===== src/rtl/raster_pkg.sv =====
package raster_pkg;
  localparam int ADDR_W = 4;
  localparam int NPOL   = 4;

  // register word addresses
  localparam logic [ADDR_W-1:0] ADR_CMD   = 4'd0;
  localparam logic [ADDR_W-1:0] ADR_IMASK = 4'd1;
  localparam logic [ADDR_W-1:0] ADR_ISTAT = 4'd2;
  localparam logic [ADDR_W-1:0] ADR_POL   = 4'd3;

  // polarity bit positions
  localparam int POL_HS  = 0;
  localparam int POL_VS  = 1;
  localparam int POL_DE  = 2;
  localparam int POL_PIX = 3;

  // phase index inside one axis configuration (also the register order)
  localparam int PH_SYNC = 0;
  localparam int PH_BACK = 1;
  localparam int PH_VIS  = 2;
  localparam int PH_FRNT = 3;
endpackage


===== src/rtl/raster_regs.sv =====
module raster_regs
  import raster_pkg::*;
#(
  parameter int CW = 10,
  parameter int DW = 16,
  parameter int MW = 4
) (
  input  logic                   clk,
  input  logic                   rst_n,
  input  logic                   wr,
  input  logic [ADDR_W-1:0]      addr,
  input  logic [DW-1:0]          wdata,
  output logic [DW-1:0]          rdata,
  input  logic                   frame_start,
  input  logic                   frame_end,
  output logic                   run,
  output logic [NPOL-1:0]        pol,
  output logic [MW-1:0]          mask,
  output logic                   stat,
  output logic                   irq,
  output logic [1:0][3:0][CW-1:0] live_cfg
);
  logic                    run_q, run_d;
  logic [NPOL-1:0]         pol_q, pol_d;
  logic [MW-1:0]           mask_q, mask_d;
  logic                    stat_q, stat_d;
  logic [1:0][3:0][CW-1:0] sh_q, sh_d;
  logic [1:0][3:0][CW-1:0] live_q, live_d;
  logic                    reload;

  // next state: software writes, sticky status, frame-aligned reload
  always_comb begin
    run_d  = run_q;
    pol_d  = pol_q;
    mask_d = mask_q;
    stat_d = stat_q;
    sh_d   = sh_q;
    if (wr) begin
      case (addr)
        ADR_CMD:   run_d  = wdata[0];
        ADR_IMASK: mask_d = wdata[MW-1:0];
        ADR_ISTAT: if (wdata[0]) stat_d = 1'b0;
        ADR_POL:   pol_d  = wdata[NPOL-1:0];
        default: begin
          if (addr[3])      sh_d[1][addr[1:0]] = wdata[CW-1:0];
          else if (addr[2]) sh_d[0][addr[1:0]] = wdata[CW-1:0];
        end
      endcase
    end
    if (frame_start) stat_d = 1'b1;
  end

  assign reload = !run_q || frame_end;
  assign live_d = reload ? sh_q : live_q;

  always_ff @(posedge clk or negedge rst_n) begin
    if (!rst_n) begin
      run_q  <= 1'b0;
      pol_q  <= '0;
      mask_q <= '0;
      stat_q <= 1'b0;
      sh_q   <= '0;
      live_q <= '0;
    end else begin
      run_q  <= run_d;
      pol_q  <= pol_d;
      mask_q <= mask_d;
      stat_q <= stat_d;
      sh_q   <= sh_d;
      if (reload) live_q <= live_d;
    end
  end

  always_comb begin
    case (addr)
      ADR_CMD:   rdata = DW'(run_q);
      ADR_IMASK: rdata = DW'(mask_q);
      ADR_ISTAT: rdata = DW'(stat_q);
      ADR_POL:   rdata = DW'(pol_q);
      default: begin
        if (addr[3])      rdata = DW'(sh_q[1][addr[1:0]]);
        else if (addr[2]) rdata = DW'(sh_q[0][addr[1:0]]);
        else              rdata = '0;
      end
    endcase
  end

  assign run      = run_q;
  assign pol      = pol_q;
  assign mask     = mask_q;
  assign stat     = stat_q;
  assign irq      = stat_q & mask_q[0];
  assign live_cfg = live_q;
endmodule


===== src/rtl/raster_phase.sv =====
module raster_phase
  import raster_pkg::*;
#(
  parameter int CW  = 10,
  localparam int CTW = CW + 2
) (
  input  logic [CTW-1:0]     cnt,
  input  logic [3:0][CW-1:0] cfg,
  output logic               in_sync,
  output logic               in_vis,
  output logic               last,
  output logic [CW-1:0]      pos
);
  logic [CTW-1:0] sync_end, back_end, vis_end, final_cnt;

  assign sync_end  = CTW'(cfg[PH_SYNC]) + CTW'(1);
  assign back_end  = sync_end + CTW'(cfg[PH_BACK]) + CTW'(1);
  assign vis_end   = back_end + CTW'(cfg[PH_VIS]) + CTW'(1);
  assign final_cnt = vis_end + CTW'(cfg[PH_FRNT]);

  assign in_sync = cnt < sync_end;
  assign in_vis  = (cnt >= back_end) && (cnt < vis_end);
  assign last    = cnt == final_cnt;

  logic [CTW-1:0] offs;
  assign offs = cnt - back_end;
  assign pos  = in_vis ? offs[CW-1:0] : '0;
endmodule


===== src/rtl/raster_scan.sv =====
module raster_scan #(
  parameter int CW  = 10,
  localparam int CTW = CW + 2
) (
  input  logic                    clk,
  input  logic                    rst_n,
  input  logic                    run,
  input  logic [1:0][3:0][CW-1:0] cfg,
  output logic [1:0][CTW-1:0]     cnt,
  output logic [1:0]              in_sync,
  output logic [1:0]              in_vis,
  output logic [1:0][CW-1:0]      pos,
  output logic                    frame_start,
  output logic                    frame_end
);
  logic [1:0][CTW-1:0] cnt_q, cnt_d;
  logic [1:0]          last;

  // axis 0 = column, axis 1 = row
  for (genvar a = 0; a < 2; a++) begin : g_axis
    raster_phase #(.CW(CW)) u_phase (
      .cnt     (cnt_q[a]),
      .cfg     (cfg[a]),
      .in_sync (in_sync[a]),
      .in_vis  (in_vis[a]),
      .last    (last[a]),
      .pos     (pos[a])
    );
  end

  always_comb begin
    cnt_d = cnt_q;
    if (!run) begin
      cnt_d = '0;
    end else if (last[0]) begin
      cnt_d[0] = '0;
      cnt_d[1] = last[1] ? '0 : cnt_q[1] + CTW'(1);
    end else begin
      cnt_d[0] = cnt_q[0] + CTW'(1);
    end
  end

  always_ff @(posedge clk or negedge rst_n) begin
    if (!rst_n) cnt_q <= '0;
    else        cnt_q <= cnt_d;
  end

  assign cnt         = cnt_q;
  assign frame_start = run && (cnt_q[0] == '0) && (cnt_q[1] == '0);
  assign frame_end   = run && last[0] && last[1];
endmodule


===== src/rtl/raster_out.sv =====
module raster_out
  import raster_pkg::*;
#(
  parameter int CW = 10,
  parameter int PW = 8
) (
  input  logic               run,
  input  logic [NPOL-1:0]    pol,
  input  logic [1:0]         in_sync,
  input  logic [1:0]         in_vis,
  input  logic [1:0][CW-1:0] pos,
  input  logic [PW-1:0]      pix_i,
  output logic               hsync_o,
  output logic               vsync_o,
  output logic               de_o,
  output logic [PW-1:0]      pix_o,
  output logic [CW-1:0]      x_o,
  output logic [CW-1:0]      y_o
);
  logic hs_act, vs_act, de_act;

  assign hs_act = run && in_sync[0];
  assign vs_act = run && in_sync[1];
  assign de_act = run && in_vis[0] && in_vis[1];

  // a polarity bit of 0 inverts the active-high internal level
  assign hsync_o = hs_act ^ ~pol[POL_HS];
  assign vsync_o = vs_act ^ ~pol[POL_VS];
  assign de_o    = de_act ^ ~pol[POL_DE];
  assign pix_o   = (de_act ? pix_i : '0) ^ {PW{~pol[POL_PIX]}};
  assign x_o     = de_act ? pos[0] : '0;
  assign y_o     = de_act ? pos[1] : '0;
endmodule


===== src/rtl/raster_timing.sv =====
module raster_timing
  import raster_pkg::*;
#(
  parameter int CW = 10,
  parameter int DW = 16,
  parameter int PW = 8,
  parameter int MW = 4
) (
  input  logic              clk,
  input  logic              rst_n,
  input  logic              bus_wr,
  input  logic [ADDR_W-1:0] bus_addr,
  input  logic [DW-1:0]     bus_wdata,
  output logic [DW-1:0]     bus_rdata,
  input  logic [PW-1:0]     pix_i,
  output logic              hsync_o,
  output logic              vsync_o,
  output logic              de_o,
  output logic [PW-1:0]     pix_o,
  output logic [CW-1:0]     x_o,
  output logic [CW-1:0]     y_o,
  output logic              irq_o
);
  localparam int CTW = CW + 2;

  logic                    run, stat, frame_start, frame_end;
  logic [NPOL-1:0]         pol;
  logic [MW-1:0]           mask;
  logic [1:0][3:0][CW-1:0] live_cfg;
  logic [1:0][CTW-1:0]     cnt;
  logic [1:0]              in_sync, in_vis;
  logic [1:0][CW-1:0]      pos;
  logic [CTW-1:0]          hcnt, vcnt;

  raster_regs #(.CW(CW), .DW(DW), .MW(MW)) u_regs (
    .clk         (clk),
    .rst_n       (rst_n),
    .wr          (bus_wr),
    .addr        (bus_addr),
    .wdata       (bus_wdata),
    .rdata       (bus_rdata),
    .frame_start (frame_start),
    .frame_end   (frame_end),
    .run         (run),
    .pol         (pol),
    .mask        (mask),
    .stat        (stat),
    .irq         (irq_o),
    .live_cfg    (live_cfg)
  );

  raster_scan #(.CW(CW)) u_scan (
    .clk         (clk),
    .rst_n       (rst_n),
    .run         (run),
    .cfg         (live_cfg),
    .cnt         (cnt),
    .in_sync     (in_sync),
    .in_vis      (in_vis),
    .pos         (pos),
    .frame_start (frame_start),
    .frame_end   (frame_end)
  );

  raster_out #(.CW(CW), .PW(PW)) u_out (
    .run     (run),
    .pol     (pol),
    .in_sync (in_sync),
    .in_vis  (in_vis),
    .pos     (pos),
    .pix_i   (pix_i),
    .hsync_o (hsync_o),
    .vsync_o (vsync_o),
    .de_o    (de_o),
    .pix_o   (pix_o),
    .x_o     (x_o),
    .y_o     (y_o)
  );

  assign hcnt = cnt[0];
  assign vcnt = cnt[1];
endmodule


===== config.mk =====
export PLATFORM = sky130hd
export DESIGN_NAME = raster_timing
export DESIGN_NICKNAME = d
export VERILOG_FILES = /design/src/rtl/raster_pkg.sv /design/src/rtl/raster_regs.sv /design/src/rtl/raster_phase.sv /design/src/rtl/raster_scan.sv /design/src/rtl/raster_out.sv /design/src/rtl/raster_timing.sv
export SDC_FILE = /design/constraint.sdc
export NUM_CORES = 1
export LEC_CHECK = 0
export ABC_CLOCK_PERIOD_IN_PS = 7300
export BUFFER_PORTS_ARGS = -buffer_cell sky130_fd_sc_hd__buf_2
export CORE_AREA = 4 4 162 164
export DETAILED_ROUTE_END_ITERATION = 8
export DIE_AREA = 0 0 166 168
export PLACE_DENSITY_LB_ADDON = 0.1
export SYNTH_ARGS = -nofsm -noshare
export SYNTH_HDL_FRONTEND = slang
export SYNTH_SLANG_ARGS = --single-unit

===== constraint.sdc =====
create_clock -name clk -period 7.3 [get_ports clk]
set_clock_uncertainty 0.05 [all_clocks]
set_input_delay 0.365 -clock clk [delete_from_list [all_inputs] [get_ports clk]]
set_output_delay 0.365 -clock clk [all_outputs]
set_load 0.02 [all_outputs]

==> run metrics <==
wire per inst=roughly 19 um; share of cells above drive strength 1=21.6%; GPL Wtd Cong=between 0.8 and 0.9; Slowest-stage cell, CP=dfrtp_1; critical path's top delay family=compound AO/OA/AOI/OAI gates; number of global-route vias before repair=10.2k; postcts setup bufs=0; die width=166 um; Pre-Repair DR Iteration Count=5; CP cell instances=ha_1 > xor2_1 > ha_1 > a211oi_1 > o21ai_0 > a21oi_1 > xnor2_1 > ha_1 > a21o_1 > or4_1 > nand2_1 > o21ai_0 > xor2_1 > inv_1 > ha_1 > a21oi_1 > nor2b_1 > o21ai_0 > o2111ai_1 > a21oi_1 > o2111ai_2 > buf_4 > a311oi_1 > buf_2; antenna cells=0; Tcrit/Tclk final=92.2%; Area Growth Syn to Fin=7.45%; Max Slew Vio Count=0; Cell variety after synth=78; most frequent cells in the layout=dfrtp_1, ha_1, inv_1, mux2_2, nor2_1; Finished Layout Cells=1790; startpoint class of the critical path=flop; CTS sink cnt=194; FMAX=149 MHz; outcome=finished with violations; final hold slack=-12.0 ps; DP Cell Count=1758; violated checks=negative hold slack; Crit Path Category=flop to primary output; # port buffers=66; max_slew headroom=23.6%; # H-tree levels=4; Post-DP HPWL=26500 um; post_cts resized=0; Worst path max stage delay=between 400 and 500 ps; Seq/Total Area, Yosys=33.1%; Most used DFF post-synth=dfrtp_1; Crit path top cell by count=ha_1; setup violators final=0; total core area=24900 um^2; final WL=34700 um; sequential cell area=4850 um^2; r2r worst-path depth=22; routed vias/inst=5.89; worst hold path type=input port to asynchronous set/reset pin; FF+latch count, synth=194; syn avg cell area=~10 um^2; Worst Tran Pin Value=roughly 1100 ps; share of the synthesized area in the top cell type=33.1%; Synth area leaders=dfrtp_1, ha_1, mux2_4; Starting DRT DRC Count=734; Post-synth EDFFs=0; Synth Warn #=0; hold-fix buffers at CTS=0; NumNets Final=1624; Root Buffer=clkbuf_16; setup TNS=0 ps; number of core rows=58; filler instances=2079; Final ANT Viol Nets=0; Critical Path RT=between 6000 and 7000 ps; I/O pins=79; chip height=168 um; critical path peak fanout=20; detailed-route DRC error count=0; clk_lat worst skew=440 ps; area leader, netlist=dfrtp_1; number of buffers and inverters on the critical path=3; ys async rst share=100%; vias=10.5k; Final min period=6730 ps; initial antenna violation count=1; CTS Buf Count=17; area of the multi-input gates=9080 um^2; Max-Cap Viols=0; die area=27900 um^2; initial core utilization=59.0%; crit path DAT=between 6000 and 7000 ps; unrepaired setup endpoints after global routing=false; Setup crit end kind=primary output; CTS tree=done; total congestion overflow=0; mapped cell area=14700 um^2; pin count of the biggest net entering global routing=130; first-pass GRT wire length=about 55000 um; Final Hold Vio Count=5; post-synthesis cell count=1401; WP depth=24; clk buf depth=2; commonest non-fill, non-tap cell in the layout=dfrtp_1; All-Layer GR Usage=roughly 25%; Worst-path clk slew=roughly 90 ps
-- worst register-to-register path: stages (launching register included) --
cell and delay (ps):
dfrtp_1 440, ha_1 290, nand3_1 120, xnor2_1 270, ha_1 320, a21o_1 200
o41a_1 390, a21bo_2 230, xor2_1 160, ha_1 370, and3_1 190, o311a_1 210
nor3_1 90, ha_1 400, nand3_1 120, o311ai_0 560, a31oi_1 180, o32a_1 200
mux2i_1 280, nand2_1 90, o31a_2 370, buf_12 250, mux2_4 470
-- logic make-up after synthesis --
| family | count (synthesis) | share of synthesized area [%] |
|---|---|---|
| fa+ha+maj | 147 | 12.9 |
| xor+xnor | 113 | 6.89 |
| simple gates | 341 | 11.9 |
| flops | 194 | 33.1 |
| mux | 197 | 18.7 |
| compound gates | 245 | 11.2 |
| other cells | 1 | 0.0255 |
| buf+inv | 163 | 5.28 |
-- layout make-up --
cell class	count	share of cell area, %
sequential	194	30.8
multi-input combinational	1049	57.5
clock inverter	14	1.13
tap	330	2.62
clock buffer	18	2.72
inverter	112	2.66
timing repair buffer	73	2.56
-- registers in the layout (all words and copies together), names as in the netlist --
signal           flops
u_regs.live_cfg     80
u_regs.sh_q         80
u_scan.cnt          24
u_regs.mask          4
u_regs.pol           4
u_regs.run           1
u_regs.stat          1
-- final timing paths --
kind                            slack (ps)                   to                 from
worst max-delay path                   570               x_o[9]  u_regs.live_cfg[40]
worst min-delay path                   -10      u_regs.sh_q[62]                rst_n
worst max register to register         950  u_regs.live_cfg[35]   u_regs.live_cfg[0]
worst min register to register         460       u_regs.mask[1]       u_regs.mask[1]
max in group asynchronous             5810        u_scan.cnt[7]                rst_n
min in group clk                       250      u_regs.sh_q[28]         bus_wdata[8]
-- synthesized netlist by cell type (5+ instances only) --
library cell and instances:
xor2_1 37, nor2b_1 25, and3_1 22, a211oi_1 7
buf_4 7, a21o_1 19, o21bai_1 7, mux2_2 92
mux4_2 21, a31oi_1 7, o2111ai_1 7, buf_12 8
and4_1 5, or3_1 10, nor3_1 25, a21oi_1 56
inv_1 111, ha_1 138, nor2_1 85, o21a_1 23
nand2_1 68, fa_1 8, buf_1 10, o31ai_1 9
nand3_1 30, nand4_1 19, and2_1 8, nor4_1 11
dfrtp_1 194, o21ai_0 52, xnor2_1 74, nand2b_1 9
clkbuf_1 25, mux2_4 80, a32oi_1 10
-- layer usage --
layer  up-vias  track usage (%)  routed length (um)  share of wire [%]
met3        16             3.24                1680                4.9
li1       5152                -                   -                  -
met5         -                0                  13              0.038
met2       238             38.8               15500                 45
met1      5137             37.8               17200                 50
met4         2             3.98                 218               0.63
-- metrics by stage --
step                      utilization [%]  instance area, um^2  hold slack (ps)  worst slack (ps)
after floorplan                         -                14700             19.4              1880
after global placement               61.0                15200              435              1090
after CTS                            63.4                15800             73.5               545
final                                63.4                15800            -12.0               570
after detailed placement             61.0                15200              443              1050
after global routing                 63.4                15800             91.9              95.2
Power is left out: the tool's default activity adds up to more than one toggle a clock period on the data nets, which glitch-free logic cannot reach.
